==> config.mk <==
export PLATFORM = sky130hd
export DESIGN_NAME = pipe5_core
export DESIGN_NICKNAME = d
export VERILOG_FILES = /design/src/rtl/p5_pkg.sv /design/src/rtl/p5_fetch.sv /design/src/rtl/p5_regfile.sv /design/src/rtl/p5_fwd.sv /design/src/rtl/p5_exec.sv /design/src/rtl/pipe5_core.sv
export SDC_FILE = /design/constraint.sdc
export NUM_CORES = 2
export LEC_CHECK = 0
export BUFFER_PORTS_ARGS = -buffer_cell sky130_fd_sc_hd__buf_2
export CAP_MARGIN = 20
export CORE_MARGIN = 3
export CORE_UTILIZATION = 60
export CTS_CLUSTER_SIZE = 20
export DETAILED_ROUTE_END_ITERATION = 8
export GPL_TIMING_DRIVEN = 1
export PLACE_DENSITY = 0.84
export SLEW_MARGIN = 0
export SYNTH_ARGS = -nofsm -noshare
export SYNTH_HDL_FRONTEND = slang
export SYNTH_HIERARCHICAL = 1
export SYNTH_SLANG_ARGS = --single-unit
==> constraint.sdc <==
create_clock -name clk -period 17.5 [get_ports clk]
set_clock_uncertainty 0.2 [all_clocks]
set_input_delay 3.5 -clock clk [delete_from_list [all_inputs] [get_ports clk]]
set_output_delay 3.5 -clock clk [all_outputs]
set_load 0.005 [all_outputs]
==> src/rtl/p5_pkg.sv <==
package p5_pkg;
  localparam int XLEN = 64;
  localparam logic [3:0] RNONE = 4'hF;

  localparam logic [2:0] ST_AOK = 3'd1;
  localparam logic [2:0] ST_HLT = 3'd2;
  localparam logic [2:0] ST_ADR = 3'd3;
  localparam logic [2:0] ST_INS = 3'd4;

  localparam logic [3:0] OP_HALT  = 4'h0;
  localparam logic [3:0] OP_NOP   = 4'h1;
  localparam logic [3:0] OP_MOVE  = 4'h2;
  localparam logic [3:0] OP_LOADI = 4'h3;
  localparam logic [3:0] OP_ALU   = 4'h6;

  // flags packed as {zero, sign, overflow}
  localparam logic [2:0] CC_RESET = 3'b100;

  typedef struct packed {
    logic [2:0]      stat;
    logic [3:0]      icode;
    logic [3:0]      ifun;
    logic [3:0]      ra;
    logic [3:0]      rb;
    logic [XLEN-1:0] valc;
  } dreg_t;

  typedef struct packed {
    logic [2:0]      stat;
    logic [3:0]      icode;
    logic [3:0]      ifun;
    logic [XLEN-1:0] vala;
    logic [XLEN-1:0] valb;
    logic [XLEN-1:0] valc;
    logic [3:0]      dst;
  } ereg_t;

  typedef struct packed {
    logic [2:0]      stat;
    logic [XLEN-1:0] vale;
    logic [3:0]      dst;
  } wreg_t;

  function automatic logic [3:0] ins_len(input logic [3:0] icode);
    case (icode)
      OP_MOVE, OP_ALU: ins_len = 4'd2;
      OP_LOADI:        ins_len = 4'd10;
      default:         ins_len = 4'd1;
    endcase
  endfunction

  function automatic logic ins_ok(input logic [3:0] icode, input logic [3:0] ifun);
    case (icode)
      OP_HALT, OP_NOP, OP_LOADI: ins_ok = (ifun == 4'h0);
      OP_MOVE:                   ins_ok = (ifun <= 4'h6);
      OP_ALU:                    ins_ok = (ifun <= 4'h3);
      default:                   ins_ok = 1'b0;
    endcase
  endfunction

  // result = b (op) a
  function automatic logic [XLEN-1:0] alu_calc(input logic [3:0] fn,
                                               input logic [XLEN-1:0] a,
                                               input logic [XLEN-1:0] b);
    case (fn)
      4'h0:    alu_calc = b + a;
      4'h1:    alu_calc = b - a;
      4'h2:    alu_calc = b & a;
      default: alu_calc = b ^ a;
    endcase
  endfunction

  function automatic logic [2:0] alu_flags(input logic [3:0] fn,
                                           input logic [XLEN-1:0] a,
                                           input logic [XLEN-1:0] b,
                                           input logic [XLEN-1:0] r);
    logic ovf;
    case (fn)
      4'h0:    ovf = (a[XLEN-1] == b[XLEN-1]) && (r[XLEN-1] != a[XLEN-1]);
      4'h1:    ovf = (a[XLEN-1] != b[XLEN-1]) && (r[XLEN-1] != b[XLEN-1]);
      default: ovf = 1'b0;
    endcase
    alu_flags = {(r == '0), r[XLEN-1], ovf};
  endfunction

  function automatic logic cond_ok(input logic [3:0] fn, input logic [2:0] cc);
    logic zf, lt;
    zf = cc[2];
    lt = cc[1] ^ cc[0];
    case (fn)
      4'h1:    cond_ok = lt | zf;
      4'h2:    cond_ok = lt;
      4'h3:    cond_ok = zf;
      4'h4:    cond_ok = ~zf;
      4'h5:    cond_ok = ~lt;
      4'h6:    cond_ok = ~lt & ~zf;
      default: cond_ok = 1'b1;
    endcase
  endfunction
endpackage

==> src/rtl/p5_fetch.sv <==
module p5_fetch #(
  parameter int AW = 16
) (
  input  logic [AW-1:0] pc,
  input  logic [79:0]   bytes,
  input  logic          err,
  output logic [3:0]    icode,
  output logic [3:0]    ifun,
  output logic [3:0]    ra,
  output logic [3:0]    rb,
  output logic [63:0]   valc,
  output logic [3:0]    len,
  output logic [AW-1:0] valp,
  output logic [2:0]    fstat
);
  import p5_pkg::*;

  always_comb begin
    icode = bytes[7:4];
    ifun  = bytes[3:0];
    ra    = bytes[15:12];
    rb    = bytes[11:8];
    valc  = bytes[79:16];
    len   = ins_len(icode);
    valp  = pc + {{(AW-4){1'b0}}, len};
    if (err)                      fstat = ST_ADR;
    else if (!ins_ok(icode, ifun)) fstat = ST_INS;
    else if (icode == OP_HALT)    fstat = ST_HLT;
    else                          fstat = ST_AOK;
  end
endmodule

==> src/rtl/p5_regfile.sv <==
module p5_regfile #(
  parameter int NREG = 15
) (
  input  logic        clk,
  input  logic        rst_n,
  input  logic [3:0]  rd_a,
  input  logic [3:0]  rd_b,
  output logic [63:0] q_a,
  output logic [63:0] q_b,
  input  logic        we,
  input  logic [3:0]  wa,
  input  logic [63:0] wd,
  input  logic [3:0]  dbg_sel,
  output logic [63:0] dbg_val
);
  logic [63:0] regs [NREG];

  function automatic logic [63:0] rd(input logic [3:0] id, input logic [63:0] v);
    rd = (32'(id) < NREG) ? v : '0;
  endfunction

  always_ff @(posedge clk) begin
    if (!rst_n) begin
      for (int i = 0; i < NREG; i++) regs[i] <= '0;
    end else if (we && (32'(wa) < NREG)) begin
      regs[wa] <= wd;
    end
  end

  always_comb begin
    q_a     = rd(rd_a, regs[rd_a]);
    q_b     = rd(rd_b, regs[rd_b]);
    dbg_val = rd(dbg_sel, regs[dbg_sel]);
  end
endmodule

==> src/rtl/p5_fwd.sv <==
module p5_fwd (
  input  logic [1:0][3:0]  src,
  input  logic [1:0][63:0] rf_val,
  input  logic [3:0]       e_dst,
  input  logic [63:0]      e_val,
  input  logic [3:0]       m_dst,
  input  logic [63:0]      m_val,
  input  logic [3:0]       w_dst,
  input  logic [63:0]      w_val,
  output logic [1:0][63:0] opnd
);
  import p5_pkg::*;

  for (genvar g = 0; g < 2; g++) begin : g_port
    always_comb begin
      if (src[g] == RNONE)      opnd[g] = rf_val[g];
      else if (src[g] == e_dst) opnd[g] = e_val;
      else if (src[g] == m_dst) opnd[g] = m_val;
      else if (src[g] == w_dst) opnd[g] = w_val;
      else                      opnd[g] = rf_val[g];
    end
  end
endmodule

==> src/rtl/p5_exec.sv <==
module p5_exec (
  input  logic         clk,
  input  logic         rst_n,
  input  p5_pkg::ereg_t e,
  output logic [63:0]  vale,
  output logic [3:0]   dst,
  output logic         alu_act,
  output logic [2:0]   cc
);
  import p5_pkg::*;

  logic [63:0] alu_r;
  logic        take;

  always_comb begin
    alu_r   = alu_calc(e.ifun, e.vala, e.valb);
    alu_act = (e.icode == OP_ALU) && (e.stat == ST_AOK);
    take    = cond_ok(e.ifun, cc);
    case (e.icode)
      OP_ALU:   vale = alu_r;
      OP_MOVE:  vale = e.vala;
      OP_LOADI: vale = e.valc;
      default:  vale = '0;
    endcase
    dst = (e.icode == OP_MOVE && !take) ? RNONE : e.dst;
  end

  always_ff @(posedge clk) begin
    if (!rst_n)       cc <= CC_RESET;
    else if (alu_act) cc <= alu_flags(e.ifun, e.vala, e.valb, alu_r);
  end
endmodule

==> src/rtl/pipe5_core.sv <==
module pipe5_core #(
  parameter int AW   = 16,
  parameter int NREG = 15
) (
  input  logic          clk,
  input  logic          rst_n,
  output logic [AW-1:0] imem_addr,
  input  logic [79:0]   imem_bytes,
  input  logic          imem_err,
  input  logic [3:0]    dbg_sel,
  output logic [63:0]   dbg_val,
  output logic [2:0]    stat
);
  import p5_pkg::*;

  logic [AW-1:0] pc;
  dreg_t d_q;
  ereg_t e_q;
  wreg_t m_q, w_q;

  logic [3:0]  f_icode, f_ifun, f_ra, f_rb, f_len;
  logic [63:0] f_valc;
  logic [AW-1:0] f_valp;
  logic [2:0]  f_stat;

  p5_fetch #(.AW(AW)) u_fetch (
    .pc(pc), .bytes(imem_bytes), .err(imem_err),
    .icode(f_icode), .ifun(f_ifun), .ra(f_ra), .rb(f_rb),
    .valc(f_valc), .len(f_len), .valp(f_valp), .fstat(f_stat)
  );

  // decode
  logic [3:0] d_srca, d_srcb, d_dst;
  always_comb begin
    d_srca = (d_q.icode == OP_MOVE || d_q.icode == OP_ALU) ? d_q.ra : RNONE;
    d_srcb = (d_q.icode == OP_ALU) ? d_q.rb : RNONE;
    d_dst  = (d_q.icode == OP_MOVE || d_q.icode == OP_ALU ||
              d_q.icode == OP_LOADI) ? d_q.rb : RNONE;
    if (d_q.stat != ST_AOK) begin
      d_srca = RNONE;
      d_srcb = RNONE;
      d_dst  = RNONE;
    end
  end

  logic [63:0] rf_a, rf_b;
  logic        wb_we;
  logic [2:0]  w_stat;
  assign wb_we  = (w_q.dst != RNONE);
  assign w_stat = w_q.stat;

  p5_regfile #(.NREG(NREG)) u_rf (
    .clk(clk), .rst_n(rst_n),
    .rd_a(d_srca), .rd_b(d_srcb), .q_a(rf_a), .q_b(rf_b),
    .we(wb_we), .wa(w_q.dst), .wd(w_q.vale),
    .dbg_sel(dbg_sel), .dbg_val(dbg_val)
  );

  logic [63:0] e_vale;
  logic [3:0]  e_dst;
  logic        e_is_alu;
  logic [2:0]  cc;

  p5_exec u_exec (
    .clk(clk), .rst_n(rst_n), .e(e_q),
    .vale(e_vale), .dst(e_dst), .alu_act(e_is_alu), .cc(cc)
  );

  logic [1:0][63:0] opnd;
  p5_fwd u_fwd (
    .src({d_srcb, d_srca}), .rf_val({rf_b, rf_a}),
    .e_dst(e_dst), .e_val(e_vale),
    .m_dst(m_q.dst), .m_val(m_q.vale),
    .w_dst(w_q.dst), .w_val(w_q.vale),
    .opnd(opnd)
  );

  localparam dreg_t D_IDLE = '{stat: ST_AOK, icode: OP_NOP, ifun: 4'h0,
                                ra: RNONE, rb: RNONE, valc: '0};
  localparam ereg_t E_IDLE = '{stat: ST_AOK, icode: OP_NOP, ifun: 4'h0,
                                vala: '0, valb: '0, valc: '0, dst: RNONE};
  localparam wreg_t W_IDLE = '{stat: ST_AOK, vale: '0, dst: RNONE};

  always_ff @(posedge clk) begin
    if (!rst_n) begin
      pc  <= '0;
      d_q <= D_IDLE;
      e_q <= E_IDLE;
      m_q <= W_IDLE;
      w_q <= W_IDLE;
    end else begin
      if (f_stat == ST_AOK) pc <= f_valp;
      d_q <= '{stat: f_stat, icode: f_icode, ifun: f_ifun,
               ra: f_ra, rb: f_rb, valc: f_valc};
      e_q <= '{stat: d_q.stat, icode: d_q.icode, ifun: d_q.ifun,
               vala: opnd[0], valb: opnd[1], valc: d_q.valc, dst: d_dst};
      m_q <= '{stat: e_q.stat, vale: e_vale, dst: e_dst};
      w_q <= m_q;
    end
  end

  assign imem_addr = pc;
  assign stat      = w_q.stat;
endmodule

# Word-level counts from Yosys, hierarchy flattened
# Memories as Yosys holds them, arrays and structs flattened.
# Cells that the tools add are included.
[totals]
register_bits = 451
ram_bits = 960
inputBits = 87
output_inout_bits = 83
n_memories = 1
[op_classes]
n_addsub = 3
n_lt_le_gt_ge = 6
eq_ne = 32
muxes = 33
n_bitwise = 9
n_reduce_logical = 16
[memory_table]
columns = ["memory", "depth", "word_bits", "read_ports", "rd_clocked_by_memory_dff", "write_ports", "line", "text"]
rows = [
  ["u_rf.regs", 15, 64, 3, 0, 15, "p5_regfile.sv:16", "logic [63:0] regs [NREG];"],
]
[op_table]
columns = ["operator", "count"]
rows = [
  ["$mux W64", 12],
  ["$pmux W64 S3", 2],
  ["$add A64 B64 Y64", 1],
  ["$and A64 B64 Y64", 1],
  ["$logic_not A64 Y1", 1],
  ["$reduce_or A64 Y1", 1],
  ["$sub A64 B64 Y64", 1],
  ["$xor A64 B64 Y64", 1],
  ["$eq A4 B2 Y1 const B", 8],
  ["$eq A4 B3 Y1 const B", 6],
  ["$eq A4 B4 Y1", 6],
  ["$mux W4", 6],
  ["$add A16 B4 Y16", 1],
  ["$lt A4 B4 Y1 const B", 4],
  ["$logic_not A4 Y1", 3],
  ["$eq A4 B1 Y1 const B", 2],
  ["$eq A4 B4 Y1 const B", 2],
  ["$pmux W4 S2", 1],
  ["$eq A3 B1 Y1 const B", 2],
  ["$mux W1", 6],
  ["$mux W3", 2],
  ["$pmux W1 S6", 1],
  ["$reduce_or A3 Y1", 2],
  ["$logic_and A1 B1 Y1", 5],
  ["other kinds (16)", 22],
]

# Depth between registers and ports, before layout
[logic_depth]
word_depth = 10
mapped_depth = 28
mapped_depth_nobuf = 26

# Cells and area by module
# The synthesis kept the hierarchy.
[modules_own_cells]
columns = ["module", "instances", "cells_each", "area_each_um2"]
rows = [
  ["p5_regfile", 1, 3992, 58179.5],
  ["pipe5_core", 1, 1000, 12475.7],
  ["p5_exec", 1, 1339, 8911.0],
  ["p5_fwd", 1, 696, 5908.2],
  ["p5_fetch", 1, 139, 1059.8],
]

# Least setup slack after synthesis
# No wires, ideal clock.
[synth_path]
kind = "input to register"
from = "input rst_n"
to = "memory u_rf.regs[13][0] (enable)"
setup_ns = 0.574
arrival_ns = 8.419
required_time_ns = 16.726
path_slack_ns = 8.307
path_stages = 3
n_path_buf = 1
path_cell_list = "buf_2 > nand4b_1 > o21ai_0"
[synth_rtl]
columns = ["item", "line", "text"]
rows = [
  ["from (decl)", "pipe5_core.sv:6", "input logic rst_n,"],
  ["to (decl)", "p5_regfile.sv:16", ""],
]

# Worst setup path after layout
[layout_path]
from = "input dbg_sel[3]"
to = "output dbg_val[63]"
[layout_via]
elab_chain_cells = 2
[layout_rtl]
columns = ["item", "line", "text"]
rows = [
  ["from (decl)", "pipe5_core.sv:10", "input logic [3:0] dbg_sel,"],
  ["$mem_v2 Z15 W64 or $lt A4 B4 Y1 (tied branches)", "-", ""],
  ["$mux W64 *", "p5_regfile.sv:19", "rd = (32'(id) < NREG) ? v : '0;"],
  ["to (decl)", "pipe5_core.sv:11", "output logic [63:0] dbg_val,"],
]
# Every way passes the cells marked *; elsewhere a longest branch is shown, timed or not.

==> summary.txt <==
DR vias = 68300
Syn Inst Count = 7164
LEAKAGE = 35.5 nW
period utilization = 0.629
Final HPWL DP = 180000 µm
residual DRC count = 0
YS warnings = 6
Final Max Slew Viols = 0
critical path's slowest cell = buf_4
Total Power = 0.00793 W
worst-margin pin slew = 1.33 ns
Post-Route Setup TNS = 0 ns
crit path max fanout = 38
CTS resizes = 0
Die X = 386 µm
most frequent CP cell = buf_4
total CTS buffers = 150
row count = 138
CTS tree = yes
Die ar. = 0.149 mm²
layout cells sized above 1 = 0.207
initial antenna violation count = 16
largest stage delay on the critical path = 0.96 ns
# IOs = 170
Setup crit end kind = primary output
ANT nets after route = 0
first-pass GRT wire length = 436000 µm
worst vdd ir = 0.000104 V
starting density of the core = 0.607
# H-tree levels = 4
pwr/cell area = 86.0 mW/mm²
Area growth syn-to-layout = 6.56%
MaxCap Viol Count = 0
Routed WL per cell = 34.2 µm
Worst EP arrival = 7.30 ns
Final Util = 0.647
Post-DP Area = 0.0873 mm²
Inst Count DP = 8575
gp weighted congestion = 1.02
largest net degree at the start of global routing = 120
Max Root-Sink Buffers = 3
number of global-route vias before repair = 66100
Hold-fix buffers, CTS = 0
Worst setup SP type = primary input
core footprint = 0.142 mm²
Setup Crit Path Kind = primary input to primary output
Mapped Nets = 7384
drt via density = 7.71
Worst Hold Class = flip-flop to flip-flop
final hold vios = 0
Post-CTS Setup Inserts = 0
post-synthesis cell area = 0.0865 mm²
Overflow after GRT = 0
Die H = 386 µm
Buffers on Ports = 169
Root Buffer = clkbuf_16
fin area = 0.0922 mm²
clk sinks = 1411
number of nets in the layout = 7059
drt first pass iters = 8
Layout fillers = 9987
DRT Wirelength = 303000 µm
fin crit period = 11.00 ns
clk slew on worst S/H paths = 0.06 ns
Worst EP required = 13.80 ns
worst path bufs/invs = 5
f_max = 90.9 MHz
RSZ-0062 raised after global routing = false
delay-heaviest family, CP = buffers and inverters
commonest cells after routing, fill and taps aside = 1306 x and2_1, 960 x edfxtp_1, 510 x mux4_2, 451 x dfxtp_1, 413 x mux2i_1
worst skew pair latency = 0.81 ns
worst rel slew slack = 0.110
commonest non-fill, non-tap cell in the layout = and2_1
Setup Viol. Count Final = 0
worst-path cell chain = buf_4 -> buf_4 -> inv_4 -> buf_4 -> mux2i_1 -> o22ai_1 -> buf_2
final cell count without fillers = 8870
Initial DRC Count = 13100
Mean Syn Cell Area = 12.1 µm²
outcome = finished clean
Overall Global Routing Usage = 0.399
[power breakdown]
group          internal (W)  total (W)  switching (W)
clock network       0.00179    0.00317        0.00138
logic              0.000383    0.00101       0.000631
registers           0.00366    0.00374      0.0000870
[final cells by class]
class,count,area (µm²),area share
diodes,18,45.0,0.000489
clock inverters,73,636,0.00689
inverters,151,569,0.00617
repair buffers,300,1970,0.0214
well taps,1890,2360,0.0256
multi-input cells,4825,44600,0.483
flip-flops and latches,1411,37900,0.411
clock buffers,202,4180,0.0454
[registers in the layout, summed over array words and instances (netlist names)]
signal and count:
d_q 83, e_q 207, imem_addr 16, m_q 71, stat 3, u_exec/cc 3, u_rf/regs 960, w_q 68
[final timing paths]
path	from	end	slack (ns)	cells past startpoint
min	d_q[51]	e_q[55]	0.23	1
max	dbg_sel[3]	dbg_val[63]	6.50	7
max reg2reg	e_q[199]	e_q[117]	9.17	21
min reg2reg	d_q[51]	e_q[55]	0.23	1
[through the flow]
stage | hold WS (ns) | setup slack (ns)
final | 0.227 | 6.50
after global routing | 0.238 | 6.59
after CTS | 0.219 | 6.88
after detailed placement | 0.206 | 6.88
after global placement | 0.193 | 6.88
after floorplan | 0.186 | 8.31
[metal layers]
layer | share of wire | vias up | GRT usage
met1 | 0.32 | 32600 | 0.494
met4 | 0.080 | 10 | 0.253
li1 | - | 26800 | -
met5 | 0.00017 | - | 0
met2 | 0.42 | 7098 | 0.580
met3 | 0.18 | 1845 | 0.162
Note: power is estimated with default switching activity, not from simulation.
